### config.mk
export PLATFORM = sky130hd
export DESIGN_NAME = pwrseq_ctrl
export DESIGN_NICKNAME = d
export VERILOG_FILES = /design/src/rtl/pwrseq_pkg.sv /design/src/rtl/pwrseq_cfg.sv /design/src/rtl/pwrseq_fsm.sv /design/src/rtl/pwrseq_ctl.sv /design/src/rtl/pwrseq_ctrl.sv
export SDC_FILE = /design/constraint.sdc
export NUM_CORES = 1
export LEC_CHECK = 0
export BUFFER_PORTS_ARGS = -buffer_cell sky130_fd_sc_hd__buf_4
export CELL_PAD_IN_SITES_DETAIL_PLACEMENT = 0
export CELL_PAD_IN_SITES_GLOBAL_PLACEMENT = 1
export CORE_MARGIN = 2
export CORE_UTILIZATION = 35
export DETAILED_ROUTE_END_ITERATION = 16
export PLACE_DENSITY_LB_ADDON = 0.15
export SYNTH_ARGS = -nofsm -noshare
export SYNTH_HDL_FRONTEND = slang
export SYNTH_SLANG_ARGS = --single-unit
### constraint.sdc
create_clock -name clk -period 5.05 [get_ports clk]
set_input_delay 0.505 -clock clk [delete_from_list [all_inputs] [get_ports clk]]
set_output_delay 0.505 -clock clk [all_outputs]
set_load 0.05 [all_outputs]
### src/rtl/pwrseq_pkg.sv
package pwrseq_pkg;
  typedef enum logic [1:0] {
    CTL_PWR = 2'd0,
    CTL_RST = 2'd1,
    CTL_ISO = 2'd2
  } ctl_sel_e;

  typedef enum logic [1:0] {
    SQ_IDLE = 2'd0,
    SQ_RUN  = 2'd1,
    SQ_WAIT = 2'd2
  } sq_state_e;

  localparam int ADDR_W = 8;
  localparam int CMD_DIR_BIT = 8;

  localparam logic [ADDR_W-1:0] A_CMD   = 8'h00;
  localparam logic [ADDR_W-1:0] A_DLY   = 8'h04;
  localparam logic [ADDR_W-1:0] A_PWR   = 8'h08;
  localparam logic [ADDR_W-1:0] A_RST   = 8'h0C;
  localparam logic [ADDR_W-1:0] A_ISO   = 8'h10;
  localparam logic [ADDR_W-1:0] A_PMASK = 8'h20;
  localparam logic [ADDR_W-1:0] A_RMASK = 8'h40;
  localparam logic [ADDR_W-1:0] A_IMASK = 8'h60;
endpackage

### src/rtl/pwrseq_cfg.sv
// Configuration registers, command decode, read mux and per-domain status.
// Mask windows are 32 bytes each, so N_DOM may be at most 8.
module pwrseq_cfg
  import pwrseq_pkg::*;
#(
  parameter int REG_W = 32,
  parameter int N_DOM = 4,
  parameter int DLY_W = 8,
  parameter int DOM_W = 2
) (
  input  logic              clk,
  input  logic              rst_n,
  input  logic              we,
  input  logic [ADDR_W-1:0] addr,
  input  logic [REG_W-1:0]  wdata,
  output logic [REG_W-1:0]  rdata,
  input  logic              busy,
  input  logic [REG_W-1:0]  pwr_q,
  input  logic [REG_W-1:0]  rst_q,
  input  logic [REG_W-1:0]  iso_q,
  input  logic [DOM_W-1:0]  sel_dom,
  output logic              start,
  output logic [DOM_W-1:0]  start_dom,
  output logic              start_up,
  output logic [DLY_W-1:0]  delay,
  output logic [REG_W-1:0]  pm_sel,
  output logic [REG_W-1:0]  rm_sel,
  output logic [REG_W-1:0]  im_sel,
  output logic [N_DOM-1:0]  dom_on
);
  localparam logic [DOM_W:0] N_DOM_L = (DOM_W+1)'(N_DOM);

  logic [REG_W-1:0] pm_q [N_DOM];
  logic [REG_W-1:0] rm_q [N_DOM];
  logic [REG_W-1:0] im_q [N_DOM];
  logic [DLY_W-1:0] dly_q;
  logic             cfg_wr;

  assign cfg_wr    = we && !busy;
  assign start_dom = wdata[DOM_W-1:0];
  assign start_up  = wdata[CMD_DIR_BIT];
  assign start     = cfg_wr && (addr == A_CMD) && ({1'b0, start_dom} < N_DOM_L);
  assign delay     = dly_q;

  always_ff @(posedge clk or negedge rst_n) begin
    if (!rst_n) dly_q <= '0;
    else if (cfg_wr && addr == A_DLY) dly_q <= wdata[DLY_W-1:0];
  end

  AST_DLY_LOCK: assert property (@(posedge clk) disable iff (!rst_n)
    busy |=> $stable(dly_q));

  for (genvar d = 0; d < N_DOM; d++) begin : g_dom
    localparam logic [ADDR_W-1:0] PA = A_PMASK + ADDR_W'(4*d);
    localparam logic [ADDR_W-1:0] RA = A_RMASK + ADDR_W'(4*d);
    localparam logic [ADDR_W-1:0] IA = A_IMASK + ADDR_W'(4*d);

    always_ff @(posedge clk or negedge rst_n) begin
      if (!rst_n) begin
        pm_q[d] <= '0;
        rm_q[d] <= '0;
        im_q[d] <= '0;
      end else if (cfg_wr) begin
        if (addr == PA) pm_q[d] <= wdata;
        if (addr == RA) rm_q[d] <= wdata;
        if (addr == IA) im_q[d] <= wdata;
      end
    end

    assign dom_on[d] = (pm_q[d] != '0) && ((pwr_q & pm_q[d]) == '0);

    AST_MASK_LOCK: assert property (@(posedge clk) disable iff (!rst_n)
      busy |=> ($stable(pm_q[d]) && $stable(rm_q[d]) && $stable(im_q[d])));
  end

  assign pm_sel = pm_q[sel_dom];
  assign rm_sel = rm_q[sel_dom];
  assign im_sel = im_q[sel_dom];

  always_comb begin
    rdata = '0;
    case (addr)
      A_CMD:   rdata[0] = busy;
      A_DLY:   rdata[DLY_W-1:0] = dly_q;
      A_PWR:   rdata = pwr_q;
      A_RST:   rdata = rst_q;
      A_ISO:   rdata = iso_q;
      default: ;
    endcase
    for (int d = 0; d < N_DOM; d++) begin
      if (addr == A_PMASK + ADDR_W'(4*d)) rdata = pm_q[d];
      if (addr == A_RMASK + ADDR_W'(4*d)) rdata = rm_q[d];
      if (addr == A_IMASK + ADDR_W'(4*d)) rdata = im_q[d];
    end
  end
endmodule

### src/rtl/pwrseq_fsm.sv
// Step sequencer: picks the next used step, applies it, waits the settle delay.
module pwrseq_fsm
  import pwrseq_pkg::*;
#(
  parameter int REG_W = 32,
  parameter int DLY_W = 8,
  parameter int DOM_W = 2
) (
  input  logic             clk,
  input  logic             rst_n,
  input  logic             start,
  input  logic [DOM_W-1:0] start_dom,
  input  logic             start_up,
  input  logic [DLY_W-1:0] delay,
  input  logic [REG_W-1:0] pm,
  input  logic [REG_W-1:0] rm,
  input  logic [REG_W-1:0] im,
  output logic [DOM_W-1:0] dom_q,
  output logic             busy,
  output logic             done,
  output logic             apply,
  output ctl_sel_e         sel,
  output logic             set_bits,
  output logic [REG_W-1:0] mask
);
  sq_state_e        state;
  logic [1:0]       step_q;
  logic             up_q;
  logic [DLY_W-1:0] cnt;
  logic [2:0]       used;
  logic [1:0]       cur;
  logic [1:0]       nxt;
  logic             has_nxt;

  // Step slots: up = power, reset, isolation; down = isolation, reset, power.
  always_comb begin
    used[0] = up_q ? 1'b1 : (im != '0);
    used[1] = (rm != '0);
    used[2] = up_q ? (im != '0) : 1'b1;
    cur = 2'd2;
    for (int j = 2; j >= 0; j--) begin
      if (j >= int'(step_q) && used[j]) cur = 2'(j);
    end
    has_nxt = 1'b0;
    nxt     = 2'd2;
    for (int j = 2; j >= 0; j--) begin
      if (j > int'(cur) && used[j]) begin
        has_nxt = 1'b1;
        nxt     = 2'(j);
      end
    end
  end

  always_comb begin
    sel      = CTL_PWR;
    set_bits = 1'b0;
    mask     = pm;
    case (cur)
      2'd0: if (up_q) begin sel = CTL_PWR; set_bits = 1'b0; mask = pm; end
            else      begin sel = CTL_ISO; set_bits = 1'b0; mask = im; end
      2'd1: begin sel = CTL_RST; set_bits = up_q; mask = rm; end
      default: if (up_q) begin sel = CTL_ISO; set_bits = 1'b1; mask = im; end
               else      begin sel = CTL_PWR; set_bits = 1'b1; mask = pm; end
    endcase
  end

  assign apply = (state == SQ_RUN);
  assign busy  = (state != SQ_IDLE);

  always_ff @(posedge clk or negedge rst_n) begin
    if (!rst_n) begin
      state  <= SQ_IDLE;
      step_q <= '0;
      up_q   <= 1'b0;
      dom_q  <= '0;
      cnt    <= '0;
      done   <= 1'b0;
    end else begin
      done <= 1'b0;
      case (state)
        SQ_IDLE: if (start) begin
          state  <= SQ_RUN;
          step_q <= '0;
          up_q   <= start_up;
          dom_q  <= start_dom;
        end
        SQ_RUN: begin
          if (has_nxt) begin
            step_q <= nxt;
            if (delay != '0) begin
              state <= SQ_WAIT;
              cnt   <= delay;
            end
          end else begin
            state <= SQ_IDLE;
            done  <= 1'b1;
          end
        end
        SQ_WAIT: begin
          cnt <= cnt - DLY_W'(1);
          if (cnt == DLY_W'(1)) state <= SQ_RUN;
        end
        default: state <= SQ_IDLE;
      endcase
    end
  end

  AST_WAIT_BOUND: assert property (@(posedge clk) disable iff (!rst_n)
    (state == SQ_WAIT) |-> (cnt != '0 && cnt <= delay));
  AST_DONE_PULSE: assert property (@(posedge clk) disable iff (!rst_n)
    done |=> !done);
  AST_DONE_IDLE: assert property (@(posedge clk) disable iff (!rst_n)
    done |-> !busy);
  AST_START_IDLE: assert property (@(posedge clk) disable iff (!rst_n)
    start |-> !busy);
endmodule

### src/rtl/pwrseq_ctl.sv
// The three domain control words, each updated by masked set or clear.
module pwrseq_ctl
  import pwrseq_pkg::*;
#(
  parameter int REG_W = 32
) (
  input  logic             clk,
  input  logic             rst_n,
  input  logic             apply,
  input  ctl_sel_e         sel,
  input  logic             set_bits,
  input  logic [REG_W-1:0] mask,
  input  logic             busy,
  output logic [REG_W-1:0] pwr_q,
  output logic [REG_W-1:0] rst_q,
  output logic [REG_W-1:0] iso_q
);
  function automatic logic [REG_W-1:0] upd(input logic [REG_W-1:0] v,
                                           input logic [REG_W-1:0] m,
                                           input logic s);
    return s ? (v | m) : (v & ~m);
  endfunction

  always_ff @(posedge clk or negedge rst_n) begin
    if (!rst_n) begin
      pwr_q <= '1;
      rst_q <= '0;
      iso_q <= '0;
    end else if (apply) begin
      case (sel)
        CTL_PWR: pwr_q <= upd(pwr_q, mask, set_bits);
        CTL_RST: rst_q <= upd(rst_q, mask, set_bits);
        CTL_ISO: iso_q <= upd(iso_q, mask, set_bits);
        default: ;
      endcase
    end
  end

  AST_OUTSIDE_MASK: assert property (@(posedge clk) disable iff (!rst_n)
    apply |=> ((((pwr_q ^ $past(pwr_q)) | (rst_q ^ $past(rst_q)) |
                 (iso_q ^ $past(iso_q))) & ~$past(mask)) == '0));
  AST_ONE_WORD: assert property (@(posedge clk) disable iff (!rst_n)
    $countones({pwr_q != $past(pwr_q), rst_q != $past(rst_q),
                iso_q != $past(iso_q)}) <= 1);
  AST_IDLE_HOLD: assert property (@(posedge clk) disable iff (!rst_n)
    !busy |=> ($stable(pwr_q) && $stable(rst_q) && $stable(iso_q)));
endmodule

### src/rtl/pwrseq_ctrl.sv
module pwrseq_ctrl
  import pwrseq_pkg::*;
#(
  parameter int REG_W = 32,
  parameter int N_DOM = 4,
  parameter int DLY_W = 8
) (
  input  logic             clk,
  input  logic             rst_n,
  input  logic             reg_we,
  input  logic [7:0]       reg_addr,
  input  logic [REG_W-1:0] reg_wdata,
  output logic [REG_W-1:0] reg_rdata,
  output logic [REG_W-1:0] pwr_off,
  output logic [REG_W-1:0] rst_ctl_n,
  output logic [REG_W-1:0] iso_ctl_n,
  output logic             busy,
  output logic             done,
  output logic [N_DOM-1:0] dom_on
);
  localparam int DOM_W = (N_DOM > 1) ? $clog2(N_DOM) : 1;

  logic             start, start_up, apply, set_bits;
  logic [DOM_W-1:0] start_dom, dom_q;
  logic [DLY_W-1:0] delay;
  logic [REG_W-1:0] pm_sel, rm_sel, im_sel, mask;
  ctl_sel_e         sel;

  pwrseq_cfg #(.REG_W(REG_W), .N_DOM(N_DOM), .DLY_W(DLY_W), .DOM_W(DOM_W)) u_cfg (
    .clk(clk), .rst_n(rst_n), .we(reg_we), .addr(reg_addr), .wdata(reg_wdata),
    .rdata(reg_rdata), .busy(busy), .pwr_q(pwr_off), .rst_q(rst_ctl_n),
    .iso_q(iso_ctl_n), .sel_dom(dom_q), .start(start), .start_dom(start_dom),
    .start_up(start_up), .delay(delay), .pm_sel(pm_sel), .rm_sel(rm_sel),
    .im_sel(im_sel), .dom_on(dom_on)
  );

  pwrseq_fsm #(.REG_W(REG_W), .DLY_W(DLY_W), .DOM_W(DOM_W)) u_fsm (
    .clk(clk), .rst_n(rst_n), .start(start), .start_dom(start_dom),
    .start_up(start_up), .delay(delay), .pm(pm_sel), .rm(rm_sel), .im(im_sel),
    .dom_q(dom_q), .busy(busy), .done(done), .apply(apply), .sel(sel),
    .set_bits(set_bits), .mask(mask)
  );

  pwrseq_ctl #(.REG_W(REG_W)) u_ctl (
    .clk(clk), .rst_n(rst_n), .apply(apply), .sel(sel), .set_bits(set_bits),
    .mask(mask), .busy(busy), .pwr_q(pwr_off), .rst_q(rst_ctl_n), .iso_q(iso_ctl_n)
  );
endmodule

==> results.json <==
{
  "status": "completed",
  "grt_pass1_wl_um": 190000,
  "grt.total_usage_pct": 34.2,
  "synth_ff_type": "dfrtp_1",
  "synth_most_common_cell": "mux2_2",
  "finalClockSkew_ns": 0.0256,
  "dpl.hpwl_um": 101000,
  "ios": 177,
  "period_minus_slack_ns": 4.75,
  "startpoint_type": "flip-flop",
  "ys_ff_latch": 504,
  "ys_seq_area_share_pct": 46.7,
  "grt_max_degree": 125,
  "crit_top_cell": "buf_12",
  "slew_headroom_pct": 34.8,
  "cts_resized": 0,
  "drive_gt1_share_pct": 41.3,
  "synthesis.instances": 2258,
  "fin_crit_sh_pct": 94.1,
  "synth_area_leaders": "dfrtp_1 44%, mux2_2 20%, mux4_2 8.0%",
  "cts-root-buf": "clkbuf_16",
  "slowest_delay_ns": 0.75,
  "first_global_vias": 22600,
  "rr_startpoint": "u_fsm.dom_q[0]$_DFFE_PN0P_",
  "synth-edff-count": 0,
  "yosys.area.top_type_share_pct": 43.6,
  "cts_hold_buffers": 1,
  "synth_common_cells": "476 x mux2_2, 472 x dfrtp_1, 128 x a21oi_1, 128 x clkbuf_1, 127 x nand2_1",
  "r2r_cells": 11,
  "cp_slowest_cell": "nor4_1",
  "cp-end-kind": "flip-flop",
  "die_area_um2": 79600,
  "synthAdderAreaFrac_pct": 0.277,
  "drv_cap": 0,
  "fin_area_um2": 32000,
  "vias": 23100,
  "setup_violations": 0,
  "synthMuxAreaShare_pct": 29.3,
  "insertion_delay_ns": 0.64,
  "ir_worst_vdd_uv": 312,
  "finalHoldViolCount": 0,
  "synth_compound_area_share_pct": 13.0,
  "crit_path_cell_trace": "buf_12 > buf_12 > mux4_2 > nor4_1 > nand4_1 > or3_1 > a211oi_4 > buf_12 > a22oi_1 > a21oi_1 > mux2_2",
  "power_mw": 13.4,
  "startpoint": "u_fsm.dom_q[0]$_DFFE_PN0P_",
  "crit_type": "reg2reg",
  "drt-vias-per-instance": 6.59,
  "cts_setup_buffers": 0,
  "leakage_nw": 14.6,
  "overflow": 0,
  "power.density_nw_per_um2": 418,
  "holdCritPathClass": "in2reg",
  "antenna_found_initial": 10,
  "r2r_setup_slack_ns": 0.30,
  "rsz0062_at_grt": "no",
  "clk_pin_slew_ns": 0.06,
  "dr.pass1.iters": 7,
  "wirelength_um": 137000,
  "globalplace.congestion": 1.01,
  "core_area_um2": 76200,
  "path_max_fanout": 23,
  "cts.path.max_buffers": 3,
  "drc": 0,
  "fill_cells": 7200,
  "tightestPinTransition_ns": 0.976,
  "die_h_um": 282,
  "fin_tns_setup_ns": 0,
  "dp_cells": 3386,
  "rows": 101,
  "post_drt_wl_per_cell_um": 39.0,
  "cts_made_buffers": 57,
  "cts_tree": "yes",
  "cts_sinks": 504,
  "dpl_cell_area_um2": 30100,
  "synthSimpleGateAreaFrac_pct": 7.27,
  "synth.distinct_cells": 65,
  "nets": 2465,
  "hold_slack_ns": 0.199,
  "syn-num-nets": 2307,
  "netlist_area_um2": 27100,
  "numPortBuffers": 176,
  "layout.cells.non_filler": 3502,
  "synth_xor_area_share_pct": 0.0323,
  "avgSynthCellArea_um2": 12.0,
  "htreeDepth": 2,
  "yosys_warnings": 0,
  "die_x_um": 282,
  "max_freq_ghz": 0.210,
  "drv_slew": 0,
  "first_iter_violations": 3193,
  "postRouteAntennaNets": 0,
  "synth_top_family_by_area": "multiplexers",
  "initial_utilization_pct": 35.5,
  "synthArstFlopShare_pct": 100,
  "cp.arrival_ns": 5.26,
  "critPathRequiredTime_ns": 5.56,
  "synth_top_area_cell": "dfrtp_1",
  "area.growth.synth_to_final_pct": 18.4
}
==> worst min path at each step <==
stage,startpoint,end,slack (ns),cells past startpoint
after global routing,reg_wdata[9],u_cfg.rm_q[9]$_DFFE_PN0P_,0.20,2
after floorplan,rst_n,asynchronous set/reset pin,0.21,0
after global placement,u_fsm.cnt[6]$_DFFE_PN0P_,u_fsm.cnt[6]$_DFFE_PN0P_,0.49,2
after CTS,reg_wdata[15],u_cfg.pm_q[111]$_DFFE_PN0P_,0.18,3
final,reg_wdata[17],u_cfg.rm_q[17]$_DFFE_PN0P_,0.20,2
after detailed placement,u_fsm.cnt[6]$_DFFE_PN0P_,u_fsm.cnt[6]$_DFFE_PN0P_,0.50,2
==> where the power goes <==
group	internal, mW	leakage, nW	total, mW	switching [mW]
clock network	2.50	0.921	4.30	1.79
registers	4.49	6.86	5.27	0.779
logic	1.24	6.81	3.83	2.59
total	8.24	14.6	13.4	5.16
==> critical path, delay by kind of cell, from the launching register on <==
kind / cells / cell delay [ns]
and+or+nand+nor: 3 / 1.61
muxes: 2 / 0.93
buffers and inverters: 3 / 0.73
AOI/OAI and AO/OA: 3 / 0.68
DFF: 1 / 0.60
==> cell usage in the layout (no fill, tap or decap), types with 7 or more instances in the layout <==
cell type | Yosys | final
nor2_1 | 74 | 64
a22oi_1 | 107 | 107
nor4_1 | 57 | 56
clkbuf_1 | 128 | 18
buf_12 | 0 | 20
diode_2 | 0 | 11
a211o_1 | 10 | 10
mux2_1 | 30 | 30
inv_1 | 43 | 43
nor3_1 | 12 | 10
o221ai_1 | 15 | 15
clkinv_2 | 0 | 8
a211oi_1 | 11 | 11
mux2_2 | 476 | 476
a221oi_1 | 46 | 46
dfrtp_1 | 472 | 470
clkbuf_16 | 0 | 57
nand3_1 | 60 | 60
clkbuf_8 | 0 | 12
buf_4 | 3 | 268
nand2_2 | 0 | 7
nand2_1 | 127 | 120
a21oi_1 | 128 | 127
a222oi_1 | 34 | 34
o22ai_1 | 24 | 24
nand4_1 | 33 | 33
mux4_2 | 96 | 96
a22o_1 | 35 | 35
o21ai_0 | 64 | 64
dfstp_2 | 32 | 32
nor2_2 | 1 | 8
==> metrics by stage <==
step	worst slack, ns	util [%]
global route	0.188	42.0
finish	0.297	42.1
floorplan	0.780	-
global placement	0.370	39.5
detailed placement	0.352	39.5
CTS	0.310	42.0
==> cell type report <==
class / instances / area [µm²] / area share [%]
multi-input combinational: 1520 / 13600 / 42.4
clock inverter: 17 / 223 / 0.695
antenna: 11 / 27.5 / 0.0859
inverter: 43 / 161 / 0.504
clock buffer: 87 / 1660 / 5.18
timing repair buffer: 290 / 2440 / 7.60
tap: 1030 / 1290 / 4.02
sequential: 504 / 12700 / 39.5
==> cell families after synthesis <==
group / count (synthesis)
muxes: 608
AOI/OAI and AO/OA: 504
DFF: 504
and+or+nand+nor: 401
xor gates and xnor gates: 1
buffers and inverters: 234
adders and majority gates: 6
==> routing by layer <==
layer	wire [µm]	global-route usage, %	vias up
met5	9	0	-
met4	4450	10.4	2
met1	58800	48.6	12200
li1	-	-	9120
met3	16300	12.0	242
met2	56900	48.6	1482
(Power assumes the default switching activity.)
